<file path="src/rtl/acp_pkg.sv">
package acp_pkg;
  localparam int WORD_W = 10;

  typedef enum logic [2:0] {
    PS_IDLE = 3'd0,
    PS_DID  = 3'd1,
    PS_DBN  = 3'd2,
    PS_DC   = 3'd3,
    PS_UDW  = 3'd4,
    PS_CS   = 3'd5
  } pstate_t;

  // Control packet identifier for group g (1..4): 0xEF down to 0xEC.
  function automatic logic [7:0] ctrl_id(input logic [2:0] g);
    return 8'hF0 - {5'd0, g};
  endfunction

  // Words reserved for the ancillary flag, illegal inside a payload.
  function automatic logic is_flag_word(input logic [WORD_W-1:0] w);
    return (w == '0) || (w == '1);
  endfunction
endpackage

</file>
<file path="src/rtl/acp_flag_detect.sv">
module acp_flag_detect
  import acp_pkg::*;
(
  input  logic              clk,
  input  logic              rst_n,
  input  logic              in_valid,
  input  logic [WORD_W-1:0] in_word,
  output logic              flag_hit
);
  logic [WORD_W-1:0] prev1_q, prev2_q;

  always_ff @(posedge clk or negedge rst_n) begin
    if (!rst_n) begin
      prev1_q <= '1;
      prev2_q <= '1;
    end else if (in_valid) begin
      prev1_q <= in_word;
      prev2_q <= prev1_q;
    end
  end

  // Third word of 0x000, 0x3FF, 0x3FF arrives now.
  assign flag_hit = in_valid && (in_word == '1) && (prev1_q == '1) && (prev2_q == '0);
endmodule

</file>
<file path="src/rtl/acp_pkt_parser.sv">
module acp_pkt_parser
  import acp_pkg::*;
#(
  parameter int NUM_PARAMS = 4
) (
  input  logic                    clk,
  input  logic                    rst_n,
  input  logic                    in_valid,
  input  logic [WORD_W-1:0]       in_word,
  input  logic                    flag_hit,
  input  logic [7:0]              want_id,
  output logic                    commit,
  output logic [7:0]              dc_q,
  output logic [NUM_PARAMS*8-1:0] shadow_o
);
  localparam int         IDX_W = (NUM_PARAMS > 1) ? $clog2(NUM_PARAMS) : 1;
  localparam logic [7:0] NP8   = 8'(NUM_PARAMS);

  pstate_t    state_q;
  logic [7:0] cnt_q;
  logic [7:0] shadow_q [NUM_PARAMS];
  logic [7:0] wbyte;
  logic       rsv;

  assign wbyte = in_word[7:0];
  assign rsv   = is_flag_word(in_word);

  always_ff @(posedge clk or negedge rst_n) begin
    if (!rst_n) begin
      state_q <= PS_IDLE;
      cnt_q   <= '0;
      dc_q    <= '0;
      for (int k = 0; k < NUM_PARAMS; k++) shadow_q[k] <= '0;
    end else if (in_valid) begin
      if (flag_hit) begin
        state_q <= PS_DID;
      end else if (state_q != PS_IDLE && rsv) begin
        state_q <= PS_IDLE;
      end else begin
        case (state_q)
          PS_DID: state_q <= (wbyte == want_id) ? PS_DBN : PS_IDLE;
          PS_DBN: state_q <= PS_DC;
          PS_DC: begin
            dc_q    <= wbyte;
            cnt_q   <= '0;
            state_q <= (wbyte >= NP8) ? PS_UDW : PS_IDLE;
          end
          PS_UDW: begin
            if (cnt_q < NP8) shadow_q[cnt_q[IDX_W-1:0]] <= wbyte;
            if (cnt_q == 8'(dc_q - 8'd1)) state_q <= PS_CS;
            else cnt_q <= cnt_q + 8'd1;
          end
          PS_CS:   state_q <= PS_IDLE;
          default: state_q <= PS_IDLE;
        endcase
      end
    end
  end

  assign commit = in_valid && (state_q == PS_CS) && !rsv;

  for (genvar k = 0; k < NUM_PARAMS; k++) begin : g_flat
    assign shadow_o[k*8 +: 8] = shadow_q[k];
  end
endmodule

</file>
<file path="src/rtl/acp_param_bank.sv">
module acp_param_bank #(
  parameter int NUM_PARAMS = 4
) (
  input  logic                    clk,
  input  logic                    rst_n,
  input  logic                    load,
  input  logic [NUM_PARAMS*8-1:0] shadow_i,
  output logic [NUM_PARAMS*8-1:0] params_o
);
  for (genvar k = 0; k < NUM_PARAMS; k++) begin : g_reg
    logic [7:0] val_q;
    always_ff @(posedge clk or negedge rst_n) begin
      if (!rst_n)    val_q <= '0;
      else if (load) val_q <= shadow_i[k*8 +: 8];
    end
    assign params_o[k*8 +: 8] = val_q;
  end
endmodule

</file>
<file path="src/rtl/acp_field_status.sv">
module acp_field_status
  import acp_pkg::*;
(
  input  logic       clk,
  input  logic       rst_n,
  input  logic       field_start,
  input  logic [3:0] group_sel,
  input  logic       commit,
  input  logic       line_desig,
  output logic [2:0] grp_q,
  output logic [7:0] want_id,
  output logic       seen_q,
  output logic       ctrl_present
);
  logic hit_now;
  logic sel_ok;

  assign hit_now = commit && line_desig;
  assign sel_ok  = (group_sel >= 4'd1) && (group_sel <= 4'd4);

  always_ff @(posedge clk or negedge rst_n) begin
    if (!rst_n) begin
      grp_q        <= 3'd1;
      seen_q       <= 1'b0;
      ctrl_present <= 1'b0;
    end else if (field_start) begin
      if (sel_ok) grp_q <= group_sel[2:0];
      ctrl_present <= seen_q || hit_now;
      seen_q       <= 1'b0;
    end else if (hit_now) begin
      seen_q <= 1'b1;
    end
  end

  assign want_id = ctrl_id(grp_q);
endmodule

</file>
<file path="src/rtl/acp_capture.sv">
module acp_capture
  import acp_pkg::*;
#(
  parameter int NUM_PARAMS = 4
) (
  input  logic                    clk,
  input  logic                    rst_n,
  input  logic                    in_valid,
  output logic                    in_ready,
  input  logic [9:0]              in_word,
  input  logic                    line_desig,
  input  logic                    field_start,
  input  logic [3:0]              group_sel,
  output logic                    ctrl_present,
  output logic [NUM_PARAMS*8-1:0] params_o
);
  logic                    flag_hit;
  logic                    commit;
  logic [7:0]              dc_q;
  logic [7:0]              want_id;
  logic [2:0]              grp_q;
  logic                    seen_q;
  logic [NUM_PARAMS*8-1:0] shadow;

  assign in_ready = 1'b1;

  acp_flag_detect u_flag (
    .clk(clk), .rst_n(rst_n), .in_valid(in_valid), .in_word(in_word), .flag_hit(flag_hit)
  );

  acp_pkt_parser #(.NUM_PARAMS(NUM_PARAMS)) u_parse (
    .clk(clk), .rst_n(rst_n), .in_valid(in_valid), .in_word(in_word),
    .flag_hit(flag_hit), .want_id(want_id), .commit(commit), .dc_q(dc_q),
    .shadow_o(shadow)
  );

  acp_param_bank #(.NUM_PARAMS(NUM_PARAMS)) u_bank (
    .clk(clk), .rst_n(rst_n), .load(commit), .shadow_i(shadow), .params_o(params_o)
  );

  acp_field_status u_stat (
    .clk(clk), .rst_n(rst_n), .field_start(field_start), .group_sel(group_sel),
    .commit(commit), .line_desig(line_desig), .grp_q(grp_q), .want_id(want_id),
    .seen_q(seen_q), .ctrl_present(ctrl_present)
  );
endmodule

</file>
<file path="config.mk">
export PLATFORM = sky130hd
export DESIGN_NAME = acp_capture
export DESIGN_NICKNAME = d
export VERILOG_FILES = /design/src/rtl/acp_pkg.sv /design/src/rtl/acp_flag_detect.sv /design/src/rtl/acp_pkt_parser.sv /design/src/rtl/acp_param_bank.sv /design/src/rtl/acp_field_status.sv /design/src/rtl/acp_capture.sv
export SDC_FILE = /design/constraint.sdc
export NUM_CORES = 1
export LEC_CHECK = 0
export BUFFER_PORTS_ARGS = -buffer_cell sky130_fd_sc_hd__buf_4
export CORE_ASPECT_RATIO = 1.1
export CORE_MARGIN = 3
export CORE_UTILIZATION = 50
export DETAILED_ROUTE_END_ITERATION = 16
export HOLD_SLACK_MARGIN = 0.03
export PLACE_DENSITY = 0.7
export SYNTH_ARGS = -nofsm -noshare
export SYNTH_HDL_FRONTEND = slang
export SYNTH_SLANG_ARGS = --single-unit
</file>
<file path="constraint.sdc">
create_clock -name clk -period 4.88 [get_ports clk]
set_clock_uncertainty 0.05 [all_clocks]
set_input_delay 0.488 -clock clk [delete_from_list [all_inputs] [get_ports clk]]
set_output_delay 0.488 -clock clk [all_outputs]
set_load 0.02 [all_outputs]
</file>
==> metrics.txt <==
FF+latch count, synth 108; number of routed nets with antenna violations 0; CP Max Fanout 17; vias post-DR approximately 3200; Peak Freq 357 MHz; Slew Viols, Final 0; Final setup violation count 0; DR vias/cell 5.80; Clock Path Buffers 2; hpwl dp 6.78 mm; P&R area growth vs syn 12.7%; Inserted Diodes 0; Syn Nets between 400 and 500; Vert. Die Dim between 100 and 150 microns; Period Utilization, post-route 57.4%; WP data required 5.09 ns; Synth Warn # 0; top cell type's share of synthesized area 43.5%; Pre-Repair DR Iteration Count 4; Overflow after GRT 0; CP Capture Type flop; slew margin rel. 43.0%; Critical Path AT 3.01 ns; Leak Pwr about 2.7 nW; RSZ-0062 raised after global routing false; ys async rst share between 90% and 100%; Post-CTS Hold Buffers 0; Fin Setup TNS 0 ns; largest net degree at the start of global routing 71; global-route wire length before repair 16.5 mm; post-CTS resize count 0; Power Total 2.16 mW; Clock Sinks approximately 110; Buffers on Ports a little over 50; initial core utilization between 50% and 60%; clock insertion delay at the later pin of the skew report 0.37 ns; cts bufs inserted 9; Avg Cell Area, Syn 13.0 sq um; synth top area cells dfrtp_1 43%, mux2_2 20%, dfstp_2 11%, ha_1 1.7%, xor2_1 1.6%; initial antenna violation count 0; core area 0.00958 sq mm; layout cell share with drive strength beyond 1 44.3%; register area share after synthesis 54.5%; Startpoint Class flop; Starting DRT DRC Count 106; drt drc 0; Peak supply drop 0.202 mV; clock slew at reported path FFs 0.11 ns; measured slew at the worst slew-check pin between 0.8 and 0.9 ns; clk root buf clkbuf_8; Setup Crit Path Kind flop to flop; post-synthesis cell count 385; TritonCTS clock tree built; setup bufs post-CTS 0; Cell Rows 37; count of different cell masters after synthesis 58; H-tree depth 3; nets 454; EDFF count, synth 0; PD cells 383 mW/mm^2; clock period minus worst slack 2.80 ns; Total GRT Usage 18.7%; status finished, final reports clean; Die W 101 microns; Top Ports 53; WL per Instance roughly 17 microns; largest area contributor in the netlist dfrtp_1; Post-Syn Area 0.00501 sq mm; max-cap viol count 0; gp weighted congestion 0.820; DIE AREA 0.0113 sq mm; worst min path class primary input to async pin; Hold Violations, Final 0; Primary FF master, synth dfrtp_1; Post-Route WL 9.62 mm; vias in the first global route 3268
-- per-layer routing --
layer	wire length (microns)	GRT usage [%]
met5	0	0
met4	204	6.56
met3	292	3.46
met2	4790	30.5
met1	4340	24.8
-- synth_stat cells (2+ instances only) --
cell type / n
a211oi_1: 2
a21o_1: 3
a21oi_1: 7
a2bb2oi_1: 2
a32oi_1: 2
buf_2: 11
buf_4: 2
clkbuf_1: 7
dfrtp_1: 87
dfstp_2: 21
ha_1: 7
inv_1: 16
mux2_1: 2
mux2_2: 89
nand2_1: 13
nand2_2: 4
nand2b_1: 2
nand3_1: 10
nand4_1: 8
nor2_1: 10
nor3_1: 8
nor3b_1: 2
nor4_1: 5
nor4_4: 3
nor4b_1: 2
o211ai_1: 7
o21ai_0: 3
o22ai_1: 2
o31a_1: 2
or3_1: 3
or4_1: 5
xnor2_1: 4
xor2_1: 9
-- flip-flops by register name, summed over array words and instances (netlist names) --
signal and cells:
u_parse.shadow_o 32, u_stat.seen_q 1, u_flag.prev2_q 10, u_stat.ctrl_present 1, u_parse.cnt_q 8, u_parse.state_q 3
u_bank.g.val_q 32, u_flag.prev1_q 10, u_parse.dc_q 8, u_stat.grp_q 3
-- final cells by class --
class	instances	area [sq um]
Clock buffer	10	128
Clock inverter	6	65.1
Fill cell	759	3940
Inverter	16	60.1
Multi-Input combinational cell	240	2120
Sequential cell	108	2730
Tap cell	117	146
Timing Repair Buffer	53	398
-- logic make-up after synthesis --
| family | Yosys count | share of synthesized area [%] |
|---|---|---|
| muxes | 92 | 20.7 |
| DFF | 108 | 54.5 |
| adders and majority gates | 7 | 1.75 |
| and+or+nand+nor | 87 | 11.1 |
| buffers and inverters | 37 | 3.35 |
| xor gates and xnor gates | 13 | 2.27 |
| AOI/OAI and AO/OA | 40 | 6.32 |
| other | 1 | 0.0749 |
-- power by group --
group          total [mW]  switching (mW)  internal [mW]
Clock               0.532           0.330          0.202
Combinational       0.491           0.256          0.235
Sequential           1.14           0.137           1.00
-- final timing paths --
path	from	to	slack [ns]	cells after the start
worst max-delay path	u_parse.dc_q[0]$_DFFE_PN0P_	u_parse.cnt_q[7]$_DFFE_PN0P_	2.08	8
worst min-delay path	rst_n	u_parse.cnt_q[3]$_DFFE_PN0P_	0.18	1
worst max register to register	u_parse.dc_q[0]$_DFFE_PN0P_	u_parse.cnt_q[7]$_DFFE_PN0P_	2.08	8
worst min register to register	u_stat.seen_q$_DFFE_PN0P_	u_stat.seen_q$_DFFE_PN0P_	0.45	2
max in group asynchronous	rst_n	u_parse.shadow_o[11]$_DFFE_PN0P_	3.61	2
min in group clk	field_start	u_stat.seen_q$_DFFE_PN0P_	0.25	2
-- worst max-delay path: stages (launching register included) --
cell,delay [ns]
dfrtp_1,0.48
inv_1,0.10
ha_1,0.18
or3b_4,0.40
nor4_2,0.17
o2111ai_2,0.18
a311oi_4,0.69
nor3_1,0.13
a221o_1,0.32
-- through the flow --
step,setup slack [ns],cell area (sq um),instances,util (%),hold slack [ns]
2_1_floorplan,2.46,5010,385,-,0.142
3_3_place_gp,2.02,5460,534,56.9,0.414
3_5_place_dp,1.94,5460,534,56.9,0.426
4_1_cts,2.07,5650,550,58.9,0.200
5_1_grt,1.88,5650,550,58.9,0.220
6_report,2.08,5650,550,58.9,0.179
-- placed cells by master (no fill, tap or decap), types with 7 or more instances in the layout --
cell / n
a21oi_1: 7
ha_1: 7
inv_1: 16
clkbuf_8: 9
dfrtp_1: 87
dfstp_2: 21
o211ai_1: 7
nand3_1: 10
nand2_1: 13
nor2_1: 10
nor3_1: 8
xor2_1: 9
nand4_1: 8
mux2_2: 89
buf_4: 53
(Power assumes the default switching activity.)
